## config.mk

```make
export PLATFORM = sky130hd
export DESIGN_NAME = irqc_top
export DESIGN_NICKNAME = d
export VERILOG_FILES = /design/src/rtl/irqc_pkg.sv /design/src/rtl/irqc_flags.sv /design/src/rtl/irqc_arbiter.sv /design/src/rtl/irqc_lvl_stack.sv /design/src/rtl/irqc_top.sv
export SDC_FILE = /design/constraint.sdc
export NUM_CORES = 1
export LEC_CHECK = 0
export ABC_AREA = 1
export BUFFER_PORTS_ARGS = -buffer_cell sky130_fd_sc_hd__buf_4
export CAP_MARGIN = 25
export CORE_UTILIZATION = 30
export CTS_CLUSTER_SIZE = 14
export DETAILED_ROUTE_END_ITERATION = 8
export PLACE_DENSITY_LB_ADDON = 0.12
export SETUP_SLACK_MARGIN = 0.5
export SLEW_MARGIN = 20
export SYNTH_ARGS = -nofsm -noshare
export SYNTH_HDL_FRONTEND = slang
export SYNTH_SLANG_ARGS = --single-unit
```

## constraint.sdc

```tcl
create_clock -name clk -period 7.1 [get_ports clk]
set_clock_uncertainty 0.05 [all_clocks]
set_input_delay 1.065 -clock clk [delete_from_list [all_inputs] [get_ports clk]]
set_output_delay 1.065 -clock clk [all_outputs]
set_load 0.005 [all_outputs]
```

## src/rtl/irqc_pkg.sv

```systemverilog
`timescale 1ns/1ps
package irqc_pkg;
   localparam int NSRC    = 13;
   localparam int IDX_W   = $clog2(NSRC);
   localparam int AUX_SRC = 6;
   localparam int NEXT    = 6;
   localparam int NPER    = 6;
   localparam int NTIER   = 3;
   localparam int LVL_W   = $clog2(NTIER + 1);

   localparam int EXT_SRC [NEXT] = '{0, 2, 8, 9, 10, 11};
   localparam int PER_SRC [NPER] = '{1, 3, 4, 5, 7, 12};

   localparam logic [NSRC-1:0] HW_CLR  = 13'h0F0F;
   localparam logic [NSRC-1:0] AUX_BIT = NSRC'(1) << AUX_SRC;

   typedef enum logic [2:0] {
      RA_ENA    = 3'd0,
      RA_PRIO   = 3'd1,
      RA_AUXMSK = 3'd2,
      RA_AUXSTS = 3'd3,
      RA_MODE   = 3'd4,
      RA_FLAG   = 3'd5
   } reg_sel_e;

   typedef enum logic [1:0] {
      TIER_LO  = 2'd0,
      TIER_HI  = 2'd1,
      TIER_AUX = 2'd2
   } tier_e;

   function automatic logic [IDX_W-1:0] first_set(input logic [NSRC-1:0] v);
      logic [IDX_W-1:0] r;
      r = '0;
      for (int i = NSRC - 1; i >= 0; i--) begin
         if (v[i]) r = IDX_W'(i);
      end
      return r;
   endfunction
endpackage

```

## src/rtl/irqc_flags.sv

```systemverilog
`timescale 1ns/1ps
module irqc_flags
   import irqc_pkg::*;
#(
   parameter int N_LVL = 2
) (
   input  logic             clk,
   input  logic             rst_n,
   input  logic [NEXT-1:0]  ext_pin,
   input  logic [NPER-1:0]  per_evt,
   input  logic [N_LVL-1:0] lvl_mode,
   input  logic             aux_pend,
   input  logic [NSRC-1:0]  clr_vec,
   input  logic [NSRC-1:0]  clr_sw,
   output logic [NSRC-1:0]  flags
);
   generate
      if (N_LVL < 1 || N_LVL > NEXT) begin : g_lvl_chk
         $error("irqc_flags: N_LVL out of range");
      end
   endgenerate

   logic [NEXT-1:0] pin_q;
   logic [NSRC-1:0] flag_q, set_v, live_m, live_v, clr_v;

   always_ff @(posedge clk or negedge rst_n) begin
      if (!rst_n) pin_q <= '0;
      else        pin_q <= ext_pin;
   end

   always_comb begin
      set_v  = '0;
      live_m = '0;
      live_v = '0;
      for (int k = 0; k < NEXT; k++) set_v[EXT_SRC[k]] = ext_pin[k] & ~pin_q[k];
      for (int k = 0; k < NPER; k++) set_v[PER_SRC[k]] = per_evt[k];
      live_m[AUX_SRC] = 1'b1;
      live_v[AUX_SRC] = aux_pend;
      for (int k = 0; k < N_LVL; k++) begin
         live_m[EXT_SRC[k]] = lvl_mode[k];
         live_v[EXT_SRC[k]] = ext_pin[k];
      end
      clr_v = clr_sw | (clr_vec & HW_CLR) | live_m;
   end

   always_ff @(posedge clk or negedge rst_n) begin
      if (!rst_n) flag_q <= '0;
      else        flag_q <= (flag_q & ~clr_v) | (set_v & ~live_m);
   end

   assign flags = (flag_q & ~live_m) | (live_v & live_m);
endmodule

```

## src/rtl/irqc_arbiter.sv

```systemverilog
`timescale 1ns/1ps
module irqc_arbiter
   import irqc_pkg::*;
(
   input  logic [NSRC-1:0]  pend,
   input  logic [NSRC-1:0]  prio_hi,
   output logic             found,
   output logic [IDX_W-1:0] sel_idx,
   output tier_e            sel_tier
);
   logic [NSRC-1:0] hi_v, lo_v;

   assign hi_v  = pend & prio_hi & ~AUX_BIT;
   assign lo_v  = pend & ~prio_hi & ~AUX_BIT;
   assign found = |pend;

   always_comb begin
      if (pend[AUX_SRC]) begin
         sel_idx  = IDX_W'(AUX_SRC);
         sel_tier = TIER_AUX;
      end else if (|hi_v) begin
         sel_idx  = first_set(hi_v);
         sel_tier = TIER_HI;
      end else begin
         sel_idx  = first_set(lo_v);
         sel_tier = TIER_LO;
      end
   end
endmodule

```

## src/rtl/irqc_lvl_stack.sv

```systemverilog
`timescale 1ns/1ps
module irqc_lvl_stack
   import irqc_pkg::*;
(
   input  logic             clk,
   input  logic             rst_n,
   input  logic             push,
   input  tier_e            push_tier,
   input  logic             pop,
   output logic [NTIER-1:0] act,
   output logic [LVL_W-1:0] cur_lvl
);
   logic [NTIER-1:0] act_q, top_m;

   always_comb begin
      top_m   = '0;
      cur_lvl = '0;
      for (int i = 0; i < NTIER; i++) begin
         if (act_q[i]) begin
            top_m   = NTIER'(1) << i;
            cur_lvl = LVL_W'(i + 1);
         end
      end
   end

   always_ff @(posedge clk or negedge rst_n) begin
      if (!rst_n)    act_q <= '0;
      else if (pop)  act_q <= act_q & ~top_m;
      else if (push) act_q <= act_q | (NTIER'(1) << push_tier);
   end

   assign act = act_q;
endmodule

```

## src/rtl/irqc_top.sv

```systemverilog
`timescale 1ns/1ps
module irqc_top
   import irqc_pkg::*;
#(
   parameter int         DW       = 16,
   parameter int         AUX_W    = 8,
   parameter int         N_LVL    = 2,
   parameter logic [7:0] VEC_BASE = 8'h03,
   parameter int         VEC_STEP = 8
) (
   input  logic             clk,
   input  logic             rst_n,
   input  logic [NEXT-1:0]  ext_pin,
   input  logic [NPER-1:0]  per_evt,
   input  logic [AUX_W-1:0] aux_raw,
   input  logic             reg_we,
   input  logic [2:0]       reg_addr,
   input  logic [DW-1:0]    reg_wdata,
   output logic [DW-1:0]    reg_rdata,
   input  logic             vec_ack,
   input  logic             reti,
   output logic             vec_req,
   output logic [7:0]       vec_addr
);
   localparam int GLB_BIT   = DW - 1;
   localparam int RDSEL_BIT = AUX_W;

   generate
      if (DW < NSRC + 3) begin : g_dw_chk
         $error("irqc_top: DW too narrow for the register fields");
      end
      if (RDSEL_BIT >= GLB_BIT) begin : g_aux_chk
         $error("irqc_top: AUX_W leaves no room for the read-select bit");
      end
      if (int'(VEC_BASE) + VEC_STEP * (NSRC - 1) > 255) begin : g_vec_chk
         $error("irqc_top: vector table exceeds 8 bits");
      end
   endgenerate

   logic [NSRC-1:0]  en_q, prio_q, flags, pend, clr_vec, clr_sw;
   logic             glb_q, rdsel_q, aux_pend, found, acc;
   logic [AUX_W-1:0] msk_q;
   logic [N_LVL-1:0] mode_q;
   logic [IDX_W-1:0] sel_idx;
   tier_e            sel_tier;
   logic [NTIER-1:0] act;
   logic [LVL_W-1:0] cur_lvl;
   reg_sel_e         rsel;
   logic             unused_wdata;

   assign rsel         = reg_sel_e'(reg_addr);
   assign unused_wdata = &{1'b0, reg_wdata};

   always_ff @(posedge clk or negedge rst_n) begin
      if (!rst_n) begin
         en_q    <= '0;
         glb_q   <= 1'b0;
         prio_q  <= '0;
         msk_q   <= '0;
         rdsel_q <= 1'b0;
         mode_q  <= '0;
      end else if (reg_we) begin
         case (rsel)
            RA_ENA: begin
               en_q  <= reg_wdata[NSRC-1:0];
               glb_q <= reg_wdata[GLB_BIT];
            end
            RA_PRIO:   prio_q  <= reg_wdata[NSRC-1:0] & ~AUX_BIT;
            RA_AUXMSK: msk_q   <= reg_wdata[AUX_W-1:0];
            RA_AUXSTS: rdsel_q <= reg_wdata[RDSEL_BIT];
            RA_MODE:   mode_q  <= reg_wdata[N_LVL-1:0];
            default: ;
         endcase
      end
   end

   assign clr_sw   = (reg_we && rsel == RA_FLAG) ? (reg_wdata[NSRC-1:0] & ~AUX_BIT) : '0;
   assign aux_pend = |(aux_raw & msk_q);

   irqc_flags #(.N_LVL(N_LVL)) u_flags (
      .clk      (clk),
      .rst_n    (rst_n),
      .ext_pin  (ext_pin),
      .per_evt  (per_evt),
      .lvl_mode (mode_q),
      .aux_pend (aux_pend),
      .clr_vec  (clr_vec),
      .clr_sw   (clr_sw),
      .flags    (flags)
   );

   assign pend = flags & en_q & {NSRC{glb_q}};

   irqc_arbiter u_arb (
      .pend     (pend),
      .prio_hi  (prio_q),
      .found    (found),
      .sel_idx  (sel_idx),
      .sel_tier (sel_tier)
   );

   assign vec_req  = found && ((3'(sel_tier) + 3'd1) > 3'(cur_lvl));
   assign vec_addr = 8'(int'(VEC_BASE) + VEC_STEP * int'(sel_idx));
   assign acc      = vec_ack & vec_req & ~reti;
   assign clr_vec  = acc ? (NSRC'(1) << sel_idx) : '0;

   irqc_lvl_stack u_stack (
      .clk       (clk),
      .rst_n     (rst_n),
      .push      (acc),
      .push_tier (sel_tier),
      .pop       (reti),
      .act       (act),
      .cur_lvl   (cur_lvl)
   );

   always_comb begin
      reg_rdata = '0;
      case (rsel)
         RA_ENA: begin
            reg_rdata[NSRC-1:0] = en_q;
            reg_rdata[GLB_BIT]  = glb_q;
         end
         RA_PRIO:   reg_rdata[NSRC-1:0]  = prio_q;
         RA_AUXMSK: reg_rdata[AUX_W-1:0] = rdsel_q ? msk_q : aux_raw;
         RA_AUXSTS: begin
            reg_rdata[AUX_W-1:0] = rdsel_q ? aux_raw : msk_q;
            reg_rdata[RDSEL_BIT] = rdsel_q;
         end
         RA_MODE:   reg_rdata[N_LVL-1:0] = mode_q;
         RA_FLAG:   reg_rdata[NSRC-1:0]  = flags;
         default: ;
      endcase
   end
endmodule

```

Word level (Yosys, flattened, before mapping)

Index checks and enable logic that the tools add are counted.

Bits in registers: 59
Input bits: 44
Output and inout bits: 25

Add/subtract/negate cells: 2
Magnitude comparators: 1
Equal/unequal tests: 5
Shift-type cells: 2
Muxes and demuxes: 45
Bitwise operators: 34
Reduce and logical (&&, ||, !) cells: 12

Operators by type and width:

| kind                   | number |
|---|---|
| $mux W4                | 26 |
| $and A13 B13 Y13       | 7 |
| $pmux W6 S5            | 1 |
| $not A13 Y13           | 2 |
| $or A13 B7 Y13         | 2 |
| $mux W8                | 2 |
| $mux W13               | 1 |
| $not A7 Y13            | 1 |
| $or A13 B12 Y13        | 1 |
| $or A13 B13 Y13        | 1 |
| $reduce_or A13 Y1      | 1 |
| $mux W12               | 1 |
| $pmux W2 S6            | 1 |
| $pmux W4 S3            | 1 |
| $reduce_or A12 Y1      | 1 |
| $shl A1 B4 Y12 const A | 1 |
| $reduce_and A2 Y1      | 5 |
| $mux W3                | 3 |
| $add A2 B7 Y8 const A  | 1 |
| $and A1 B1 Y1          | 8 |
| $and A8 B8 Y8          | 1 |
| $mux W2                | 4 |
| $reduce_or A8 Y1       | 1 |
| $and A7 B7 Y7          | 1 |
| other kinds (15)       | 27 |

Logic depth before layout (Yosys ltp)

Word-level depth: 28
Gate-level depth with buffers: 17
Gate-level depth less buffers: 17

Hierarchy

A second synthesis with hierarchy kept.

Cell total of the unflattened synthesis: 622
Area total of the unflattened synthesis: 4139.0 µm²

By module, submodules not included:

| module         | instances | cells an instance | area each (µm²) |
|---|---|---|---|
| irqc_top       | 1         | 407               | 2705.1 |
| irqc_flags     | 1         | 83                | 760.7 |
| irqc_arbiter   | 1         | 112               | 511.7 |
| irqc_lvl_stack | 1         | 20                | 161.4 |

Worst setup path before layout

OpenSTA, ideal clock, no wires.

Path kind: input -> output
From: input port ext_pin[0]
To: output port vec_req
Data arrival time: 2.399 ns
Slack: 3.586 ns
Cell stages on the path: 11
Path through: nand2_1 > nand2_2 > nand3_1 > nand2_1 > nor2_4 > nand4_1 > ha_1 > inv_1 > nor2_1 > a2bb2oi_1 > and2_1

Cells in the longest elaborated chain, start to end: 11
Elaborated cells on any way between the ends: 12
Classes of those cells: add/sub: 1; order compare: 1; mux: 2; bitwise: 5; reduce/logical: 3

Ends and longest elaborated chain:

| what                               | line               | RTL |
|---|---|---|
| from (decl)                        | irqc_top.sv:13     | `input logic [NEXT-1:0] ext_pin,` |
| $and A7 B7 Y7 (*)                  | irqc_flags.sv:51   | `assign flags = (flag_q & ~live_m) \| (live_v & live_m);` |
| $or A13 B7 Y13 (*)                 | irqc_flags.sv:51   |  |
| $and A13 B13 Y13 (*) (2 in series) | irqc_top.sv:92     | `assign pend = flags & en_q & {NSRC{glb_q}};` |
| $and A13 B13 Y13                   | irqc_arbiter.sv:13 | `assign hi_v = pend & prio_hi & ~AUX_BIT;` |
| $reduce_or A12 Y1                  | irqc_arbiter.sv:21 | `end else if (\|hi_v) begin` |
| $mux W1                            | irqc_arbiter.sv:21 |  |
| $mux W2                            | irqc_arbiter.sv:18 | `if (pend[AUX_SRC]) begin` |
| $add A2 B1 Y3                      | irqc_top.sv:102    | `assign vec_req = found && ((3'(sel_tier) + 3'd1) > 3'(cur_lvl));` |
| $gt A3 B2 Y1                       | irqc_top.sv:102    |  |
| $logic_and A1 B1 Y1 (*)            | irqc_top.sv:102    |  |
| to (decl)                          | irqc_top.sv:22     | `output logic vec_req,` |

Mark *: on every way between the ends. The rest lies on a longest branch, timed or not.

Worst setup path after layout

From: register glb_q
To: output port vec_req

Cells in the longest elaborated chain, start to end: 8
Elaborated cells on any way between the ends: 9
Classes of those cells: add/sub: 1; order compare: 1; mux: 2; bitwise: 2; reduce/logical: 3

Ends and longest elaborated chain:

| what                    | line               | RTL |
|---|---|---|
| from (decl)             | irqc_top.sv:41     | `logic glb_q, rdsel_q, aux_pend, found, acc;` |
| from (signal assigned)  | irqc_top.sv:66     | `glb_q <= reg_wdata[GLB_BIT];` |
| $and A13 B13 Y13 (*)    | irqc_top.sv:92     |  |
| $and A13 B13 Y13        | irqc_arbiter.sv:13 |  |
| $reduce_or A12 Y1       | irqc_arbiter.sv:21 |  |
| $mux W1                 | irqc_arbiter.sv:21 |  |
| $mux W2                 | irqc_arbiter.sv:18 |  |
| $add A2 B1 Y3           | irqc_top.sv:102    |  |
| $gt A3 B2 Y1            | irqc_top.sv:102    |  |
| $logic_and A1 B1 Y1 (*) | irqc_top.sv:102    |  |

Marked as above.

==> run_results.csv <==
group,metric,value,unit
power_and_ir_drop,irDropWorstVdd,0.109,mV
timing,min_period_over_period,0.576,
min_path,worstHoldStart,"u_flags.pin_q[4]",
placed_design,gp_congestion,0.851,
critical_path,crit_required,5.98,ns
timing,finalMaxSlewViolations,0,
global_route,antenna_found_initial,0,
critical_path,startpoint_type,"flip-flop",
placed_design,hpwl,7780,um
detailed_routing,vias,3329,
yosys,synth_edf_count,0,
min_path,holdPathEnd,"u_flags.flag_q[10]",
placed_design,port_buffers,60,
final_layout,design_area,0.00441,mm2
run,maxCapViolCount,0,
final_layout,drive_above_1_share,0.187,
clock_tree,path_clk_slew,0.05,ns
final_layout,multi_input_area,0.00172,mm2
final_layout,diodes,0,
yosys,synth_most_common_cell,"nand2_1",
clock_tree,cts_buffers,9,
floorplan,ios,69,
power_and_ir_drop,p_leak,0.00239,uW
timing,worst_pin_slew,0.896,ns
critical_path,critical_path_arrival,2.98,ns
placed_design,dpl_cell_area,0.00415,mm2
critical_path,r2r_cells,13,
yosys,synthDistinctLibCells,37,
critical_path,path_class,"flip-flop to primary output",
floorplan,coreArea,0.0115,mm2
critical_path,crit_path_max_fanout,24,
yosys,synth.top_cell.area_share,0.404,
yosys,synthTopCellsByArea,"dfrtp_1 (40%), nand2_1 (16%), inv_1 (8.7%), o21ai_0 (6.6%), nor2_1 (4.1%)",
timing,max_freq,244,MHz
critical_path,critical_path.most_common_cell,"nor2_1",
global_route,grt_pass1_vias,3315,
min_path,hold_class,"flip-flop to flip-flop",
yosys,ys_async_sr_fraction,1.00,
timing,finalHoldViolCount,0,
final_layout,syn_to_final_growth,22.9,%
floorplan,die_width,111,um
timing,rsz0062_at_grt,"no",
global_route,grt_max_degree,59,
clock_tree,cts_sinks,58,
critical_path,regToRegStartpoint,"glb_q",
timing,relSlewSlack,0.402,
timing,tns,0,ns
yosys,ys_top_cells_by_count,"nand2_1 (149), inv_1 (83), dfrtp_1 (58)",
floorplan,placementRows,39,
detailed_routing,antenna_left,0,
clock_tree,insertion_delay,0.33,ns
critical_path,cp_slowest_stage_delay,0.71,ns
yosys,syn_inst,507,
detailed_routing,vias_per_cell,4.65,
status,outcome,"finished with violations",
status,violations,"design-rule violations",
yosys,avgSynthCellArea,7.08,um2
global_route,grt_usage,0.178,
detailed_routing,wire_per_inst,14.1,um
clock_tree,tritoncts,"yes",
power_and_ir_drop,p_per_area,303,mW/mm2
yosys,post-synth-top-area-cell,"dfrtp_1",
min_path,holdPathStages,3,
yosys,synth_warnings,0,
floorplan,start_util,0.312,
floorplan,die_h,111,um
clock_tree,cts_max_level,3,
timing,min_period,4.09,ns
detailed_routing,wl,10100,um
clock_tree,ctsResizeCount,0,
yosys,synth_ff_type,"dfrtp_1",
critical_path,end_kind,"primary output",
clock_tree,root_buffer,"clkbuf_16",
critical_path,rrSetupSlack,3.58,ns
clock_tree,postCtsSetupBuffers,0,
yosys,syn-cell-area,0.00359,mm2
final_layout,regArea,0.00145,mm2
detailed_routing,drc,12,
critical_path,crit_slowest_cell,"dfrtp_1",
detailed_routing,first_pass_iters,6,
floorplan,die_area,0.0124,mm2
timing,setup_viol,0,
global_route,grt_overflow_total,0,
yosys,ys_ff_latch,58,
critical_path,worstPathCellList,"nand3_1 -> nor2_1 -> nor3_4 -> nand4_1 -> ha_1 -> inv_1 -> nor2_1 -> a2bb2oi_1 -> and2_1 -> buf_4",
yosys,synth_seq_area_share,0.404,
final_layout,fin_nets,614,
final_layout,n_fill_cell,1277,
detailed_routing,drt_iter0_markers,154,
clock_tree,hold_buffers,0,
critical_path,rr_endpoint,"u_flags.flag_q[2]",
global_route,grt_pass1_wl,17100,um
clock_tree,cts_max_path_buffers,2,
## registers in the layout, indices dropped and copies added, names as in the netlist
name and cells:
prio_q 12, en_q 13, msk_q 8, u_stack.act 3
rdsel_q 1, mode_q 2, u_flags.pin_q 6, glb_q 1
u_flags.flag_q 12
## per-stage QoR
stage | hold WS, ns | std cells | setup WS [ns] | util | total power, uW
floorplan | 0.403 | 511 | 3.59 | - | 781
global placement | 0.415 | 700 | 3.07 | 0.360 | 949
detailed placement | 0.424 | 700 | 3.04 | 0.360 | 958
CTS | 0.431 | 716 | 2.96 | 0.383 | 1350
global route | 0.451 | 716 | 2.72 | 0.383 | 1450
finish | 0.420 | 716 | 3.01 | 0.383 | 1330
## routing by layer
| metal | track usage | part of all wire |
|---|---|---|
| met5 | 0 | 0 |
| met3 | 0.0359 | 0.042 |
| met2 | 0.296 | 0.47 |
| met1 | 0.235 | 0.47 |
| met4 | 0.0505 | 0.012 |
## worst max-delay path by stage
stage,start,to,slack (ns)
after floorplan,ext_pin[0],vec_req,3.59
after global placement,reg_addr[0],reg_rdata[0],3.07
after detailed placement,reg_addr[0],reg_rdata[0],3.04
after CTS,glb_q,vec_req,2.96
after global routing,glb_q,vec_req,2.72
final,glb_q,vec_req,3.01
## area by class of cell
cell class	count	area share
flip-flops and latches	58	0.329
clock inverters	5	0.00709
repair buffers	60	0.102
well taps	143	0.0406
multi-input cells	348	0.391
inverters	91	0.0774
clock buffers	11	0.0528
## logic make-up after synthesis
group,synth area share
AND/OR/NAND/NOR,0.328
AO/OA/AOI/OAI,0.139
flip-flops,0.404
adder cells (fa/ha/maj),0.00697
other,0.00209
buffers and inverters,0.119
## cell usage in the layout (no fill, tap or decap), drive strengths merged
cell | Yosys | final
nor3 | 2 | 2
ha | 2 | 2
o211ai | 4 | 4
and2 | 1 | 1
o221ai | 6 | 6
a21oi | 11 | 11
nand3 | 30 | 30
o21a | 1 | 1
a22oi | 1 | 1
a2bb2oi | 1 | 1
clkinv | 1 | 5
clkbuf | 6 | 11
buf | 8 | 60
dfrtp | 58 | 58
o21ai | 49 | 49
conb | 2 | 6
nand4 | 16 | 16
a32o | 1 | 1
a221oi | 6 | 6
o2111ai | 1 | 1
inv | 90 | 90
nand2 | 159 | 159
o22ai | 3 | 3
nor2 | 45 | 45
clkinvlp | 0 | 1
nand3b | 3 | 3
## worst max-delay path, delay by kind of cell (launching register included)
kind	cells	cell delay (ns)
adders and majority gates	1	0.38
AOI/OAI and AO/OA	1	0.18
and+or+nand+nor	6	1.24
buffers and inverters	2	0.14
DFF	1	0.71
## where the power goes
group | internal [uW] | leakage (uW) | switching [uW]
Sequential | 387 | 0.000690 | 58.5
Combinational | 205 | 0.00157 | 297
Clock | 234 | 0.000129 | 152
Total | 827 | 0.00239 | 507
Power figures use the tool's default switching activity.
